[src/rtl/lpgen_pkg.sv]
package lpgen_pkg;

  // Gray-ordered phase of the stepping walk
  typedef enum logic [1:0] {
    PH_RAND = 2'b00,
    PH_ONE  = 2'b01,
    PH_TWO  = 2'b11,
    PH_THR  = 2'b10
  } lpgen_phase_t;

  // Strobes from control to datapath
  typedef struct packed {
    logic loadSeed;
    logic stepLfsr;
  } lpgen_strobe_t;

  // Position of a phase in the walk (0..3)
  function automatic logic [1:0] phaseIndex(input lpgen_phase_t ph);
    return {ph[1], ph[1] ^ ph[0]};
  endfunction

endpackage

[src/rtl/lpgen_ctrl.sv]
module lpgen_ctrl
  import lpgen_pkg::*;
(
  input  logic          clk,
  input  logic          rst,
  input  logic          enable,
  input  logic          seedLoad,
  output lpgen_phase_t  phase,
  output lpgen_strobe_t strobe
);

  lpgen_phase_t phaseNext;

  always_comb begin
    unique case (phase)
      PH_RAND: phaseNext = PH_ONE;
      PH_ONE:  phaseNext = PH_TWO;
      PH_TWO:  phaseNext = PH_THR;
      default: phaseNext = PH_RAND;
    endcase
  end

  always_comb begin
    strobe.loadSeed = seedLoad;
    strobe.stepLfsr = enable && !seedLoad && (phase == PH_THR);
  end

  always_ff @(posedge clk) begin
    if (rst || seedLoad) begin
      phase <= PH_RAND;
    end else if (enable) begin
      phase <= phaseNext;
    end
  end

endmodule

[src/rtl/lpgen_datapath.sv]
module lpgen_datapath
  import lpgen_pkg::*;
#(
  parameter int          WIDTH = 12,
  parameter int          GROUP = 3,
  parameter logic [WIDTH-1:0] TAPS = 12'h829,
  parameter logic [WIDTH-1:0] SEED = 12'hACE
) (
  input  logic             clk,
  input  logic             rst,
  input  lpgen_strobe_t    strobe,
  input  lpgen_phase_t     phase,
  input  logic [WIDTH-1:0] seedIn,
  output logic [WIDTH-1:0] vecOut
);

  localparam int NUM_GROUPS = WIDTH / GROUP;
  localparam logic [WIDTH-1:0] ONE_SEED = WIDTH'(1);

  logic [WIDTH-1:0] lfsrState;
  logic [WIDTH-1:0] lfsrNext;
  logic [WIDTH-1:0] stepDiff;
  logic [WIDTH-1:0] sliceMask;
  logic [WIDTH-1:0] loadValue;
  logic [1:0]       phIdx;
  logic             feedback;

  assign feedback  = ^(lfsrState & TAPS);
  assign lfsrNext  = {lfsrState[WIDTH-2:0], feedback};
  assign stepDiff  = lfsrState ^ lfsrNext;
  assign loadValue = (seedIn == '0) ? ONE_SEED : seedIn;
  assign phIdx     = phaseIndex(phase);

  // Slice g joins the mask once the walk has passed it
  for (genvar g = 0; g < NUM_GROUPS; g++) begin : gen_mask
    assign sliceMask[g*GROUP +: GROUP] = {GROUP{(int'(phIdx) > g)}};
  end

  assign vecOut = lfsrState ^ (stepDiff & sliceMask);

  always_ff @(posedge clk) begin
    if (rst) begin
      lfsrState <= SEED;
    end else if (strobe.loadSeed) begin
      lfsrState <= loadValue;
    end else if (strobe.stepLfsr) begin
      lfsrState <= lfsrNext;
    end
  end

endmodule

[src/rtl/lpgen_top.sv]
module lpgen_top
  import lpgen_pkg::*;
#(
  parameter int          WIDTH = 12,
  parameter int          GROUP = 3,
  parameter logic [WIDTH-1:0] TAPS = 12'h829,
  parameter logic [WIDTH-1:0] SEED = 12'hACE
) (
  input  logic             clk,
  input  logic             rst,
  input  logic             enable,
  input  logic             seedLoad,
  input  logic [WIDTH-1:0] seedIn,
  output logic [WIDTH-1:0] vecOut,
  output logic             isRandom
);

  lpgen_phase_t  phase;
  lpgen_strobe_t strobe;

  lpgen_ctrl u_ctrl (
    .clk      (clk),
    .rst      (rst),
    .enable   (enable),
    .seedLoad (seedLoad),
    .phase    (phase),
    .strobe   (strobe)
  );

  lpgen_datapath #(
    .WIDTH (WIDTH),
    .GROUP (GROUP),
    .TAPS  (TAPS),
    .SEED  (SEED)
  ) u_dp (
    .clk    (clk),
    .rst    (rst),
    .strobe (strobe),
    .phase  (phase),
    .seedIn (seedIn),
    .vecOut (vecOut)
  );

  assign isRandom = (phase == PH_RAND);

endmodule

[config.mk]
export PLATFORM = sky130hd
export DESIGN_NAME = lpgen_top
export DESIGN_NICKNAME = d
export VERILOG_FILES = /design/src/rtl/lpgen_pkg.sv /design/src/rtl/lpgen_ctrl.sv /design/src/rtl/lpgen_datapath.sv /design/src/rtl/lpgen_top.sv
export SDC_FILE = /design/constraint.sdc
export NUM_CORES = 1
export LEC_CHECK = 0
export BUFFER_PORTS_ARGS = -buffer_cell sky130_fd_sc_hd__buf_2
export CAP_MARGIN = 20
export CORE_MARGIN = 1
export CORE_UTILIZATION = 52
export CTS_CLUSTER_DIAMETER = 120
export CTS_CLUSTER_SIZE = 8
export DETAILED_ROUTE_END_ITERATION = 7
export GPL_TIMING_DRIVEN = 0
export PLACE_DENSITY = 0.8
export SLEW_MARGIN = 0
export SYNTH_ARGS = -nofsm -noshare
export SYNTH_HDL_FRONTEND = slang
export SYNTH_HIERARCHICAL = 1
export SYNTH_SLANG_ARGS = --single-unit
[constraint.sdc]
create_clock -name clk -period 2.6 [get_ports clk]
set_input_delay 0.26 -clock clk [delete_from_list [all_inputs] [get_ports clk]]
set_output_delay 0.26 -clock clk [all_outputs]
set_load 0.01 [all_outputs]
## Yosys cells after proc, flatten, opt, wreduce, memory -nomap -nowiden

Index checks and enable logic that the tools add are counted.
Widths: inputs -> output; s select.

- Bitwise operators: 4
- Eq/ne operators: 3
- $lt $le $gt $ge: 3
- Reductions and logical operators: 8
- Muxes and demuxes: 4

Operators with widths:

| kind | number |
|---|---|
| $mux 12 | 3 |
| $xor 12x12->12 | 2 |
| $and 12x9->12 | 1 |
| $logic_not 12->1 | 1 |
| $reduce_xor 12->1 | 1 |
| $pmux 2 s3 | 1 |
| $eq 2x2->1 const B | 2 |
| $gt 2x1->1 const B | 2 |
| $eq 2x1->1 const B | 1 |
| $gt 2x2->1 const B | 1 |
| $logic_and 1x1->1 | 2 |
| $logic_not 2->1 | 1 |
| $reduce_bool 2->1 | 1 |
| $logic_not 1->1 | 1 |
| $logic_or 1x1->1 | 1 |
| $xor 1x1->1 | 1 |

- Register bits after elaboration: 14
- Output and inout bits: 13
- Word-level logic and storage cells: 24

## Logic depth before layout (Yosys ltp)

Gate-level depths: netlist (run 1).

- Word-level depth: 5
- Depth in mapped cells: 6
- Depth with buffers taken out: 5

## By module

The synthesis (run 1) kept the hierarchy.

Modules (own cells, without submodules):

| module | cells an instance | sequential area each (µm²) | area an instance (µm²) | instances |
|---|---|---|---|---|
| lpgen_datapath | 73 | 240.2 | 772.0 | 1 |
| lpgen_ctrl | 10 | 40.0 | 98.8 | 1 |
| lpgen_top | 1 | 0.0 | 3.8 | 1 |

## Worst setup path before layout (run 1)

Ideal clock, no wire load.

- Kind: reg-to-reg
- Start: register u_ctrl.phase[1]
- End: register u_dp.lfsrState[1]
- Cell stages (with the launch flop): 7
- Setup slack: 0.888 ns
- Period minus slack after synthesis: 1.712 ns
- Required time: 2.483 ns
- Path buffers: 1
- Arrival time: 1.595 ns
- Cell sequence: dfxtp_1 > nand2_1 > nor3_1 > buf_2 > mux2_2 > mux2i_1 > nand2b_1

RTL lines:

| what | line | source |
|---|---|---|
| from (decl) | lpgen_ctrl.sv:8 | `output lpgen_phase_t phase,` |
| from (signal assigned) | lpgen_ctrl.sv:32 | `phase <= phaseNext;` |
| to (signal assigned) | lpgen_datapath.sv:45 | `lfsrState <= loadValue;` |
| to (signal assigned) | lpgen_datapath.sv:47 | `lfsrState <= lfsrNext;` |
| to (decl) | lpgen_datapath.sv:20 | `logic [WIDTH-1:0] lfsrState;` |

==> results of run 1 <==
-- sequential cells by signal (all words and copies together) (netlist names) --
signal,count
u_dp/lfsrState,12
u_ctrl/phase,2
-- layer usage --
layer | GRT usage | vias up | wire [um]
met1 | 0.2619 | 323 | 805
met4 | 0.09091 | 0 | 27
li1 | - | 364 | -
met5 | 0 | - | 0
met3 | 0.05957 | 4 | 74
met2 | 0.3636 | 21 | 838
-- cell usage after synthesis (2+ instances only) --
cell / n / area, sq um
nor4_1: 2 / 12.51
buf_4: 4 / 30.03
buf_2: 2 / 10.01
mux2_2: 19 / 214.0
nor3_1: 3 / 15.01
mux2i_1: 12 / 120.1
xor2_1: 2 / 17.52
dfxtp_1: 14 / 280.3
nand2b_1: 9 / 56.30
nor2_1: 7 / 26.28
or2b_1: 2 / 15.01
-- power by group --
group | internal, mW | switching [mW] | total (mW)
logic | 0.0596 | 0.0466 | 0.106
registers | 0.227 | 0.0123 | 0.239
clock network | 0.0537 | 0.0680 | 0.122
total | 0.340 | 0.127 | 0.467
-- metrics by stage --
step | setup slack, ns | area [sq um]
after floorplan | 0.8877 | 874.6
after global placement | 0.6290 | 1035
after detailed placement | 0.5725 | 1035
after CTS | 0.5452 | 1057
after global routing | 0.3244 | 1057
final | 0.5561 | 1057
-- logic make-up (layout without fill, tap and decap cells) --
family / after synthesis / in the layout / synth area share
AND/OR/NAND/NOR: 25 / 25 / 0.1545
AO/OA/AOI/OAI: 4 / 4 / 0.04720
buffers and inverters: 7 / 38 / 0.05007
multiplexers: 31 / 31 / 0.3820
XOR/XNOR: 3 / 3 / 0.04578
flip-flops: 14 / 14 / 0.3205
-- final cells by class --
class / count / area [sq um] / area share
Buffer: 7 / 43.79 / 0.04142
Clock buffer: 3 / 22.52 / 0.02130
Tap cell: 16 / 20.02 / 0.01893
Sequential cell: 14 / 280.3 / 0.2651
Multi-Input combinational cell: 63 / 550.5 / 0.5207
Timing Repair Buffer: 28 / 140.1 / 0.1325
-- worst min-delay path by stage --
stage	endpoint	slack, ns	cells after the start
floorplan	u_ctrl/phase[0]	0.32	1
global placement	u_ctrl/phase[0]	0.48	2
detailed placement	u_ctrl/phase[0]	0.49	2
CTS	u_ctrl/phase[0]	0.18	2
global route	u_ctrl/phase[0]	0.18	2
finish	u_ctrl/phase[0]	0.19	2
-- critical path, stage by stage (launching register included) --
cell and delay (ns):
dfxtp_1 0.49, nand2_1 0.09, nor3_1 0.44, buf_2 0.34, mux2_2 0.37, mux2i_1 0.13
nand2b_1 0.07
==> impl_metrics.csv, run 1 <==
group,metric,value,unit
grt,grt_pass1_wl,2.932,mm
critical_path,cp-start-kind,"register",
finish,syn_to_final_growth,20.89,%
clocking,cts_tree,"done",
floorplan,dieArea,1850,sq um
timing,hold_viol_final,0,
timing,worst_pin_slew,0.5449,ns
grt,grt_pass1_vias,680,
routing,wirelength,1.745,mm
finish,num-fill-cells,131,
timing,fin_setup_tns,0,ns
synth,yosysWarnings,6,
timing,timing.fmax,0.4893,GHz
timing,fin_crit,2.044,ns
synth,syn_area_per_cell,10.41,sq um
clocking,clk_latency,0.28,ns
placed_design,routabilityCongestion,0.7863,
pwr,irDropWorstVdd,0.0002718,V
finish,utilization,0.6859,
clocking,cts_buffers,3,
routing,vias,712,
floorplan,ios,29,
timing,maxSlewViolCount,0,
timing,setup_viol,0,
job,max_cap_violations,0,
critical_path,critical_path.max_fanout,10,
critical_path,cp-endpoint,"u_dp/lfsrState[7]",
floorplan,dieWidth,43.01,um
routing,wl_per_cell,13.32,um
synth,synth_edf_count,0,
pwr,leakage,0.4740,nW
critical_path,cp-end-kind,"register",
critical_path,worstPathArrival,2.21,ns
clocking,clock_path_buffers,2,
clocking,clkTransAtPathRegs,0.09,ns
critical_path,r2r_cells,6,
timing,hold_ws,0.1895,ns
finish,layout_common_cells,"buf_2 (30), mux2_2 (19), dfxtp_1 (14)",
finish,finalNonFillerCells,131,
routing,routed_via_density,5.435,
placed_design,post-place-cells,128,
floorplan,die_h,43.01,um
placed_design,dp_hpwl,1.369,mm
critical_path,r2r_start,"u_ctrl/phase[1]",
finish,nets,133,
run_status,status,"completed",
synth,yosysSeqAreaShare,0.3205,
critical_path,worst_ep_required_time,2.77,ns
worst_hold_path,min_from,"seedLoad",
clocking,ctsHoldBuffers,0,
routing,drc,0,
synth,syn_inst,84,
grt,antenna_found_initial,0,
grt,track_usage,0.2179,
grt,grt_max_degree,11,
synth,synthArstFlopShare,0,
clocking,ctsResizeCount,0,
finish,layout_commonest_cell,"buf_2",
routing,drtIter0Drc,11,
finish,drive_gt1_frac,0.5043,
placed_design,port_buffers,28,
clocking,clock-root-buffer,"clkbuf_4",
timing,rsz0062_at_grt,"false",
floorplan,start_util,0.5674,
critical_path,reg2reg_setup_slack,0.56,ns
timing,fin_crit_sh,0.7861,
clocking,clock-sinks,14,
synth,synth_nets,100,
critical_path,r2r_end,"u_dp/lfsrState[7]",
critical_path,crit_path_start,"u_ctrl/phase[1]",
routing,first_pass_iters,3,
finish,n_antenna_cell,0,
synth,synth-seq-cells,14,
clocking,post-cts-setup-buffers,0,
grt,overflow,0,
timing,finClkSkew,0.007728,ns
pwr,p_per_area,441.6,nW/um^2
worst_hold_path,min_path_type,"primary input to register",
synth,syn_area,874.6,sq um
routing,final_antenna_net_count,0,
synth,synth_top_flop_cell,"dfxtp_1",
pwr,total_power,466.8,uW
critical_path,critical_path_class,"register to register",
clocking,ctsHtreeMaxLevel,1,
floorplan,core-area,1541,sq um
synth,yosys.cell_types.count,19,
timing,slew_headroom,0.6340,
floorplan,fp-row-count,14,
(Power assumes the default switching activity.)
==> run 2, diff against run 1 <==
Settings changed: CORE_UTILIZATION 52 to 44, PLACE_DENSITY 0.8 to 0.72.
Clock period 2.6 ns to 1.85 ns, I/O delays scaled along.
==> impl_metrics.csv, run 2 (same netlist as run 1, synthesis figures left out) <==
group,metric,value,unit
grt,track_usage,0.1871,
pwr,leakage,0.4824,nW
job,max_cap_violations,0,
timing,fin_setup_tns,0,ns
grt,grt_max_degree,11,
critical_path,critical_path_class,"register to output pin",
clocking,clk_latency,0.28,ns
placed_design,routabilityCongestion,0.7365,
clocking,post-cts-setup-buffers,0,
timing,finClkSkew,0.005318,ns
timing,setup_viol,0,
finish,syn_to_final_growth,25.46,%
timing,rsz0062_at_grt,"false",
routing,vias,698,
finish,largest_reg_flops,12,
finish,nets,133,
timing,worst_pin_slew,0.3900,ns
pwr,pwr-share-comb,0.213,
timing,setup_slack,0.1361,ns
grt,grt_pass1_wl,2.815,mm
routing,final_antenna_net_count,0,
pwr,total_power,706.0,uW
critical_path,r2r_end,"u_dp/lfsrState[2]",
clocking,clock-sinks,14,
clocking,clock_path_buffers,2,
critical_path,worstPathArrival,1.53,ns
routing,drtIter0Drc,3,
timing,timing.fmax,0.5835,GHz
finish,reg.largest.list,"u_dp/lfsrState (12), u_ctrl/phase (2)",
pwr,switching_share,0.2605,
floorplan,dieArea,2170,sq um
pwr,p_int,522.1,uW
critical_path,r2r_cells,6,
finish,utilization,0.6090,
finish,finalNonFillerCells,141,
clocking,cts_tree,"done",
clocking,clkTransAtPathRegs,0.08,ns
floorplan,start_util,0.4854,
critical_path,reg2reg_setup_slack,0.21,ns
run_status,status,"completed",
placed_design,post-place-cells,137,
pwr,irDropWorstVdd,0.0003838,V
finish,drive_gt1_frac,0.5259,
grt,grt_pass1_vias,606,
clocking,ctsHoldBuffers,0,
routing,wl_per_cell,12.87,um
pwr,seq_power_share,0.477,
placed_design,pre_cts_slack,-0.2022,ns
timing,hold_viol_final,0,
finish,layout_commonest_cell,"buf_2",
critical_path,worst_ep_required_time,1.66,ns
critical_path,cp-start-kind,"register",
placed_design,port_buffers,28,
worst_hold_path,min_from,"rst",
critical_path,critical_path.max_fanout,5,
pwr,power.share.clock,0.310,
pwr,p_per_area,643.4,nW/um^2
timing,fin_crit,1.714,ns
finish,n_antenna_cell,0,
placed_design,dp_hpwl,1.407,mm
critical_path,r2r_start,"u_ctrl/phase[1]",
floorplan,fp-row-count,15,
timing,fin_crit_sh,0.9264,
finish,largest_register,"u_dp/lfsrState",
critical_path,cp-end-kind,"output pin",
routing,routed_via_density,4.950,
worst_hold_path,hold_depth,2,
timing,maxSlewViolCount,0,
worst_hold_path,min_path_type,"primary input to register",
clocking,ctsHtreeMaxLevel,1,
routing,first_pass_iters,4,
clocking,clock-root-buffer,"clkbuf_4",
grt,overflow,0,
pwr,p_sw,183.9,uW
floorplan,die_h,46.59,um
clocking,cts_buffers,3,
worst_hold_path,hold_end,"u_ctrl/phase[0]",
finish,layout_common_cells,"buf_2 (29), mux2_2 (19), dfxtp_1 (13)",
routing,wirelength,1.815,mm
routing,drc,0,
floorplan,core-area,1802,sq um
grt,antenna_found_initial,0,
floorplan,ios,29,
floorplan,dieWidth,46.59,um
timing,slew_headroom,0.7400,
[run 2: cell count changes in the layout (fill, tap and decap cells not counted)]
| cell | previous run | this run |
|---|---|---|
| buf_2 | 30 | 29 |
| nor3_1 | 3 | 2 |
| buf_4 | 4 | 5 |
| nor3_4 | 0 | 1 |
| dfxtp_2 | 0 | 1 |
| clkbuf_8 | 0 | 1 |
| dfxtp_1 | 14 | 13 |
[run 2: routing by layer]
metal,wire length (um),vias up,track usage,share of wire
met4,8,0,0.07059,0.0044
met2,851,22,0.2694,0.47
met3,84,2,0.03529,0.046
met5,0,-,0,0
li1,-,361,-,-
met1,871,313,0.2706,0.48
[run 2: final cells by class]
type,instances,area (sq um)
plain buffers,7,46.29
clock buffers,4,36.28
fillers,175,704.4
multi-input cells,63,561.8
flip-flops and latches,14,281.5
well taps,25,31.28
repair buffers,28,140.1
[run 2: worst max path at each step]
stage / start / to / slack, ns
2_1_floorplan: u_ctrl/phase[1] / u_dp/lfsrState[1] / 0.14
3_3_place_gp: u_ctrl/phase[1] / u_dp/lfsrState[1] / -0.16
3_5_place_dp: u_ctrl/phase[1] / u_dp/lfsrState[2] / -0.20
4_1_cts: u_ctrl/phase[1] / u_dp/lfsrState[2] / 0.03
5_1_grt: u_dp/lfsrState[3] / vecOut[0] / 0.003
6_report: u_dp/lfsrState[3] / vecOut[0] / 0.14
[run 2: worst max-delay path, stage by stage, from the launching register on]
cell     delay, ns
dfxtp_1       0.39
xnor3_1       0.45
nor2_1        0.13
xor2_1        0.14
buf_2         0.14
[run 2: through the flow]
step | hold WS [ns] | cell area, sq um
6_report | 0.1419 | 1097
2_1_floorplan | 0.2496 | 874.6
4_1_cts | 0.1285 | 1090
5_1_grt | 0.1348 | 1097
3_3_place_gp | 0.4084 | 1046
3_5_place_dp | 0.4182 | 1046
[run 2: timing repair]
action                                  4_1_cts  5_1_grt
endpoints found under the setup margin        8        8
resized for setup                             2        2
pin swaps                                     0        0
[run 2: power groups by stage]
stage	combinational, mW	clock [mW]	sequential (mW)
after global placement	0.146	0	0.342
after detailed placement	0.150	0	0.343
final	0.151	0.219	0.337
after floorplan	0.0999	0	0.337
after global routing	0.165	0.247	0.340
after CTS	0.151	0.228	0.336
==> run 3, diff against run 2 <==
Settings changed: CAP_MARGIN 20 to unset, CORE_UTILIZATION 44 to 52, PLACE_DENSITY 0.72 to 0.93.
Clock period 1.85 ns to 2.1 ns, I/O delays scaled along.
==> impl_metrics.csv, run 3 (same netlist as run 1, synthesis figures left out) <==
group,metric,value,unit
floorplan,dieWidth,43.01,um
grt,grt_pass1_vias,691,
critical_path,reg2reg_setup_slack,0.18,ns
pwr,p_per_area,547.6,nW/um^2
floorplan,ios,29,
timing,setup_viol,0,
finish,ff_latch_area,280.3,sq um
clocking,ctsHoldBuffers,0,
clocking,clock-root-buffer,"clkbuf_4",
timing,finClkSkew,0.007189,ns
timing,fin_crit,1.917,ns
floorplan,die_h,43.01,um
finish,layout_commonest_cell,"buf_2",
critical_path,critical_path_class,"register to register",
pwr,leakage,0.4762,nW
routing,vias,718,
clocking,clock_path_buffers,2,
grt,grt_max_degree,11,
placed_design,routabilityCongestion,0.8017,
finish,nets,133,
routing,drtIter0Drc,9,
timing,hold_viol_final,0,
floorplan,fp-row-count,14,
finish,largest_register,"u_dp/lfsrState",
finish,largest_reg_flops,12,
clocking,clk_latency,0.29,ns
timing,setup_slack,0.1832,ns
grt,track_usage,0.2285,
critical_path,cp-end-kind,"register",
pwr,p_int,421.1,uW
timing,rsz0062_at_grt,"false",
finish,multi_input_comb_area,555.5,sq um
clocking,ctsResizeCount,1,
grt,grt_pass1_wl,3.049,mm
grt,antenna_found_initial,0,
clocking,clkTransAtPathRegs,0.08,ns
floorplan,dieArea,1850,sq um
grt,overflow,0,
finish,utilization,0.6891,
floorplan,core-area,1541,sq um
pwr,p_sw,160.6,uW
routing,drc,0,
critical_path,worst_ep_required_time,2.28,ns
pwr,power.share.clock,0.264,
timing,fin_setup_tns,0,ns
finish,syn_to_final_growth,21.46,%
placed_design,port_buffers,28,
finish,num-fill-cells,142,
timing,fin_crit_sh,0.9128,
clocking,ctsHtreeMaxLevel,1,
finish,n_antenna_cell,0,
critical_path,worstPathArrival,2.10,ns
run_status,status,"completed",
routing,final_antenna_net_count,0,
pwr,irDropWorstVdd,0.0003824,V
timing,worst_pin_slew,0.3831,ns
placed_design,dp_hpwl,1.398,mm
pwr,switching_share,0.2761,
finish,reg.largest.list,"u_dp/lfsrState (12), u_ctrl/phase (2)",
finish,drive_gt1_frac,0.5130,
clocking,clock-sinks,14,
routing,routed_via_density,5.481,
critical_path,critical_path.max_fanout,10,
finish,layout_common_cells,"buf_2 (30), mux2_2 (19), dfxtp_1 (14)",
pwr,pwr-share-comb,0.226,
placed_design,pre_cts_slack,0.009355,ns
pwr,seq_power_share,0.510,
timing,slew_headroom,0.7446,
critical_path,cp-start-kind,"register",
routing,wirelength,1.797,mm
job,max_cap_violations,0,
floorplan,start_util,0.5674,
timing,timing.fmax,0.5217,GHz
clocking,cts_buffers,3,
worst_hold_path,min_path_type,"primary input to register",
clocking,post-cts-setup-buffers,0,
routing,wl_per_cell,13.72,um
routing,first_pass_iters,4,
clocking,cts_tree,"done",
timing,maxSlewViolCount,0,
[run 3: area by class of cell]
cell class,count,share of cell area
plain buffers,7,0.04122
clock buffers,3,0.02120
multi-input cells,63,0.5230
flip-flops and latches,14,0.2638
well taps,16,0.01885
repair buffers,28,0.1319
[run 3: final timing paths]
kind	cells after the start	start	endpoint
worst min-delay path	2	rst	u_ctrl/phase[0]
worst max-delay path	6	u_ctrl/phase[1]	u_dp/lfsrState[2]
worst max register to register	6	u_ctrl/phase[1]	u_dp/lfsrState[2]
worst min register to register	2	u_ctrl/phase[0]	u_ctrl/phase[1]
[run 3: power groups by stage]
stage	clock network [mW]	logic, mW	registers, mW
floorplan	0	0.0880	0.297
global placement	0	0.128	0.301
detailed placement	0	0.131	0.302
CTS	0.159	0.132	0.296
global route	0.167	0.144	0.299
finish	0.153	0.132	0.297
[run 3: per-layer routing]
| metal | track usage | vias to the layer above | wire length, um |
|---|---|---|---|
| met5 | 0 | - | 0 |
| met2 | 0.3909 | 23 | 901 |
| met1 | 0.2646 | 329 | 772 |
| met3 | 0.04255 | 5 | 82 |
| li1 | - | 361 | - |
| met4 | 0.1273 | 0 | 40 |
[run 3: per-stage QoR]
step                instance area [sq um]  cells  hold slack, ns  power (mW)
finish                               1062    131          0.1517      0.5817
global route                         1062    131          0.1579      0.6101
CTS                                  1062    131          0.1419      0.5879
detailed placement                   1035    128          0.4419      0.4337
global placement                     1035    128          0.4310      0.4289
floorplan                           874.6     84          0.2746      0.3852
[run 3: worst max-delay path, cell delays in order (launching register included)]
cell	delay, ns
dfxtp_1	0.49
nand2_1	0.13
nor3_2	0.30
buf_2	0.31
mux2_2	0.36
mux2i_1	0.15
nand2b_1	0.07
